## src/rtl/tctr_pkg.sv

```systemverilog
package tctr_pkg;

    typedef enum logic [1:0] {
        PH_AD_MID   = 2'd0,
        PH_MSG_MID  = 2'd1,
        PH_AD_LAST  = 2'd2,
        PH_MSG_LAST = 2'd3
    } phase_e;

    localparam logic [7:0] DOM_AD_MID       = 8'd8;
    localparam logic [7:0] DOM_MSG_MID      = 8'd4;
    localparam logic [7:0] DOM_AD_LAST_FULL = 8'd24;
    localparam logic [7:0] DOM_AD_LAST_PAD  = 8'd26;
    localparam logic [7:0] DOM_MSG_LAST_FULL = 8'd20;
    localparam logic [7:0] DOM_MSG_LAST_PAD  = 8'd21;

endpackage

```

## src/rtl/tctr_lfsr_next.sv

```systemverilog
module tctr_lfsr_next #(
    parameter int unsigned        WIDTH = 56,
    parameter logic [WIDTH-1:0]   TAPS  = 56'h95
) (
    input  logic [WIDTH-1:0] cur_i,
    output logic [WIDTH-1:0] nxt_o
);
    localparam int unsigned TOP = WIDTH - 1;

    logic fb;
    assign fb = cur_i[TOP];

    // Multiply by x modulo the feedback polynomial: shift up, fold top bit back.
    for (genvar i = 0; i < WIDTH; i++) begin : g_bit
        if (i == 0) begin : g_lsb
            assign nxt_o[i] = TAPS[i] & fb;
        end else if (TAPS[i]) begin : g_tap
            assign nxt_o[i] = cur_i[i-1] ^ fb;
        end else begin : g_plain
            assign nxt_o[i] = cur_i[i-1];
        end
    end
endmodule

```

## src/rtl/tctr_domain_map.sv

```systemverilog
module tctr_domain_map
    import tctr_pkg::*;
(
    input  logic [1:0] phase_i,
    input  logic       partial_i,
    output logic [7:0] domain_o
);
    phase_e ph;
    assign ph = phase_e'(phase_i);

    always_comb begin
        unique case (ph)
            PH_AD_MID:   domain_o = DOM_AD_MID;
            PH_MSG_MID:  domain_o = DOM_MSG_MID;
            PH_AD_LAST:  domain_o = partial_i ? DOM_AD_LAST_PAD : DOM_AD_LAST_FULL;
            PH_MSG_LAST: domain_o = partial_i ? DOM_MSG_LAST_PAD : DOM_MSG_LAST_FULL;
            default:     domain_o = DOM_AD_MID;
        endcase
    end
endmodule

```

## src/rtl/tctr_tweak_gen.sv

```systemverilog
module tctr_tweak_gen
    import tctr_pkg::*;
#(
    parameter int unsigned       CTR_W = 56,
    parameter logic [CTR_W-1:0]  TAPS  = 56'h95,
    parameter logic [CTR_W-1:0]  SEED  = 56'h1
) (
    input  logic             clk_i,
    input  logic             rst_ni,
    input  logic             step_i,
    input  logic             restart_i,
    input  logic [1:0]       phase_i,
    input  logic             partial_i,
    output logic [CTR_W-1:0] count_o,
    output logic [7:0]       domain_o
);
    localparam int unsigned TOP = CTR_W - 1;

    typedef struct packed {
        logic [CTR_W-1:0] ctr;
    } state_t;

    state_t           st_d, st_q;
    logic [CTR_W-1:0] ctr_stepped;

    tctr_lfsr_next #(
        .WIDTH (CTR_W),
        .TAPS  (TAPS)
    ) u_next (
        .cur_i (st_q.ctr),
        .nxt_o (ctr_stepped)
    );

    tctr_domain_map u_dom (
        .phase_i   (phase_i),
        .partial_i (partial_i),
        .domain_o  (domain_o)
    );

    always_comb begin
        st_d = st_q;
        if (restart_i) begin
            st_d.ctr = SEED;          // restart outranks a coincident step
        end else if (step_i) begin
            st_d.ctr = ctr_stepped;
        end
    end

    always_ff @(posedge clk_i) begin
        if (!rst_ni) begin
            st_q.ctr <= SEED;
        end else begin
            st_q <= st_d;
        end
    end

    assign count_o = st_q.ctr;

    // idle cycles keep the counter
    a_r3_hold: assert property (@(posedge clk_i) disable iff (!rst_ni)
        (!step_i && !restart_i) |=> $stable(count_o));

    // restart yields the seed regardless of step
    a_r4_restart: assert property (@(posedge clk_i) disable iff (!rst_ni)
        restart_i |=> (count_o == SEED));

    // the old top bit re-enters at bit 0 and lower bits move up
    a_r2_rotate_in: assert property (@(posedge clk_i) disable iff (!rst_ni)
        (step_i && !restart_i) |=> (count_o[0] == $past(count_o[TOP])));

    a_r2_shift_up: assert property (@(posedge clk_i) disable iff (!rst_ni)
        (step_i && !restart_i && !count_o[TOP]) |=>
            (count_o == {$past(count_o[TOP-1:0]), 1'b0}));

    // the zero state is never reached
    a_r6_nonzero: assert property (@(posedge clk_i) disable iff (!rst_ni)
        count_o != '0);

    // final-phase domains carry bit 4, mid-phase domains do not
    a_r9_final_tag: assert property (@(posedge clk_i) disable iff (!rst_ni)
        phase_i[1] |-> domain_o[4]);

    // the partial flag changes nothing in mid phases
    a_r7_mid_no_pad: assert property (@(posedge clk_i) disable iff (!rst_ni)
        !phase_i[1] |-> ($countones(domain_o) == 1));

    // odd domain only for a padded final message
    a_r10_pad_bit: assert property (@(posedge clk_i) disable iff (!rst_ni)
        domain_o[0] |-> (partial_i && phase_i == 2'd3));
endmodule

```

## config.mk

```make
export PLATFORM = sky130hd
export DESIGN_NAME = tctr_tweak_gen
export DESIGN_NICKNAME = d
export VERILOG_FILES = /design/src/rtl/tctr_pkg.sv /design/src/rtl/tctr_lfsr_next.sv /design/src/rtl/tctr_domain_map.sv /design/src/rtl/tctr_tweak_gen.sv
export SDC_FILE = /design/constraint.sdc
export NUM_CORES = 1
export LEC_CHECK = 0
export BUFFER_PORTS_ARGS = -buffer_cell sky130_fd_sc_hd__buf_2
export CORE_ASPECT_RATIO = 0.75
export CORE_MARGIN = 5
export CORE_UTILIZATION = 30
export CTS_CLUSTER_SIZE = 12
export DETAILED_ROUTE_END_ITERATION = 8
export MAX_ROUTING_LAYER = met4
export PLACE_DENSITY_LB_ADDON = 0.3
export RECOVER_POWER = 100
export SETUP_SLACK_MARGIN = 0.15
export SLEW_MARGIN = 20
export SYNTH_ARGS = -nofsm -noshare
export SYNTH_HDL_FRONTEND = slang
export SYNTH_SLANG_ARGS = --single-unit
export TNS_END_PERCENT = 10
```

## constraint.sdc

```tcl
create_clock -name clk_i -period 1.7 [get_ports clk_i]
set_input_delay 0.255 -clock clk_i [delete_from_list [all_inputs] [get_ports clk_i]]
set_output_delay 0.255 -clock clk_i [all_outputs]
set_load 0.02 [all_outputs]
```

==> metrics.md <==
| Metric | Value |
|---|---|
| RSZ-0062 raised after global routing | `no` |
| Post-Route Setup TNS | `0 ps` |
| Area share of the largest cell type after synthesis | `45.5%` |
| Pin count of the biggest net entering global routing | `23` |
| Slowest-stage cell, CP | `dfxtp_1` |
| Final wirelength | `4390 um` |
| Req. time, crit path | `1440 ps` |
| Vias in the first global route | `1443` |
| Register Area | `0.00112 mm2` |
| FMAX | `733 MHz` |
| Setup bufs post-CTS | `0` |
| Drt wl/cell | `12.1 um` |
| Top-count cell post-synth | `buf_4` |
| Worst-path fanout max | `6` |
| Unique cell type count in the Yosys netlist | `17` |
| Slowest cell delay on critical path | `530 ps` |
| Post-synth EDFFs | `0` |
| WP buf/inv | `1` |
| Nets | `265` |
| Arr. time, crit path | `1110 ps` |
| DR pass1 iterations | `4` |
| WS Path Type | `reg -> out` |
| Clock latency on the worst-skew pair | `300 ps` |
| GRT Total Usage | `9.25%` |
| Netlist Area Pre-Place | `0.00247 mm2` |
| P_sw | `0.000520 W` |
| Dominant cells by area after synthesis | `dfxtp_1 45%, mux2i_1 21%, buf_4 18%, nor2_1 8.7%, xnor2_1 1.1%` |
| Min-Delay Path Class | `in -> reg` |
| Worst Slack Setup Final | `336 ps` |
| Sw Ratio | `22.4%` |
| Number of antenna diodes | `0` |
| Resize count post-CTS | `0` |
| Post-synthesis sequential area ratio | `45.5%` |
| Slew HR | `57.2%` |
| Flops & latches, synth | `56` |
| Die area | `0.0102 mm2` |
| Comb power frac | `5.9%` |
| Initial Utilization | `31.0%` |
| Worst IR Drop VDD | `0.327 mV` |
| Placer Congestion | `0.638` |
| Core box area | `0.00795 mm2` |
| Min cycle time layout | `1360 ps` |
| Synth Flop Type | `dfxtp_1` |
| Root buf cell | `clkbuf_8` |
| Placement Setup Slack | `486 ps` |
| Syn Inst Count | `249` |
| Pin slew with the least headroom to its limit | `642 ps` |
| Initial antenna violation count | `0` |
| Hold WS | `432 ps` |
| Crit path cell chain | `clkbuf_1` |
| Syn Area/Cell | `9.90 um2` |
| DRC Markers | `0` |
| Crit. path cell count | `1` |
| Internal power | `0.00180 W` |
| Async set or reset register ratio after synthesis | `0%` |
| Most frequent cells after synthesis | `60 x buf_4, 57 x nor2_1, 56 x dfxtp_1` |
| Final Skew | `7.42 ps` |
| Via count | `1485` |
| Avg Vias per Cell | `4.08` |
| Fillers | `861` |
| Die H | `88.5 um` |
| Max-Cap Viols | `0` |
| Final core utilization | `31.4%` |
| CP Capture Type | `primary output` |
| Final setup fails | `0` |
| IO buf count | `67` |
| Share of layout cells above drive strength 1 | `6.56%` |
| Clock buffer depth | `2` |
| Hold_buf cts | `0` |
| Clock power share | `37.2%` |
| Final Hold Viols | `0` |
| Critical path's top delay family | `flip-flops` |
| Die Width | `115 um` |
| Startpoint types | `register` |
| PwrDens | `929 mW/mm2` |
| Placement Rows | `28` |
| Hold Path Stages | `3` |
| Slew Viols, Final | `0` |
| DP HPWL | `3120 um` |
| Area of the multi-input gates | `820 um2` |
| Reg2Reg Depth | `2` |
| H-tree depth | `2` |
| CTS Buf Count | `5` |
| Seq pwr share | `56.9%` |
| Synth-to-Final Area Change | `1.32%` |
| DRT iter0 DRCs | `88` |
| Max reg flops | `56` |
| CTS sink count | `56` |
| IO Count | `71` |
| First-pass GRT wire length | `7270 um` |
| Worst-path clk slew | `100 ps` |
| Yosys Warn Count | `0` |
| Total gr overflow | `0` |
| Antenna violation net count after detailed routing | `0` |
| Leakage Power | `0.991 nW` |
| CTS tree | `built` |
| Largest area contributor in the netlist | `dfxtp_1` |
| Status | `complete, no violations` |
| Crit share post-route | `80.2%` |
==> cells by family (layout without fill, tap and decap cells) <==
group / Yosys count / count (layout) / synth area share (%)
mux: 52 / 52 / 21.1
compound gates: 4 / 4 / 1.27
other cells: 1 / 3 / 0.152
simple gates: 60 / 60 / 9.34
flops: 56 / 56 / 45.5
xor+xnor: 3 / 3 / 1.07
buf+inv: 73 / 81 / 21.6
==> power groups by stage <==
stage	Clock (W)	Sequential, W	Combinational [W]
6_report	0.000864	0.00132	0.000137
5_1_grt	0.000970	0.00132	0.000148
4_1_cts	0.000908	0.00132	0.000146
3_5_place_dp	0	0.00135	0.000146
3_3_place_gp	0	0.00135	0.000144
2_1_floorplan	0	0.00135	0.000124
==> final timing paths <==
kind | endpoint | from | slack, ps
hold / removal | count_o[51] | rst_ni | 430
setup / recovery | count_o[55] | count_o[55] | 340
hold reg to reg | count_o[20] | count_o[19] | 520
setup reg to reg | count_o[4] | count_o[55] | 730
==> final cells by class <==
cell class / count / area share [%]
Clock buffer: 5 / 2.75
Clock inverter: 3 / 1.70
Inverter: 1 / 0.150
Multi-Input combinational cell: 122 / 32.8
Sequential cell: 56 / 44.9
Tap cell: 105 / 5.26
Timing Repair Buffer: 72 / 12.5
==> layer usage <==
layer	GRT usage [%]	vias to the layer above	wire, um
met2	13.2	41	1790
met4	2.56	0	23
met3	2.87	4	294
met1	12.7	679	2290
li1	-	761	-
met5	-	-	0
==> layout by cell type, fill, tap and decap left out <==
master,Yosys,routed
a211oi_1,3,3
nor2_1,57,57
nand2b_1,1,1
a211o_1,1,1
clkbuf_1,3,63
conb_1,1,3
nor2b_1,1,1
clkinv_2,0,1
nand2_1,1,1
mux2i_1,52,52
clkinvlp_4,0,1
dfxtp_1,56,56
clkbuf_2,1,2
buf_12,0,2
bufinv_16,0,1
inv_1,1,1
clkbuf_8,0,5
buf_2,5,5
xnor2_1,3,3
==> stage by stage <==
stage	std cells	power, W	cell area [um2]
after floorplan	251	0.00148	2470
after global placement	356	0.00150	2480
after detailed placement	356	0.00150	2480
after CTS	364	0.00237	2590
after global routing	364	0.00244	2500
final	364	0.00232	2500
Power figures use the tool's default switching activity.
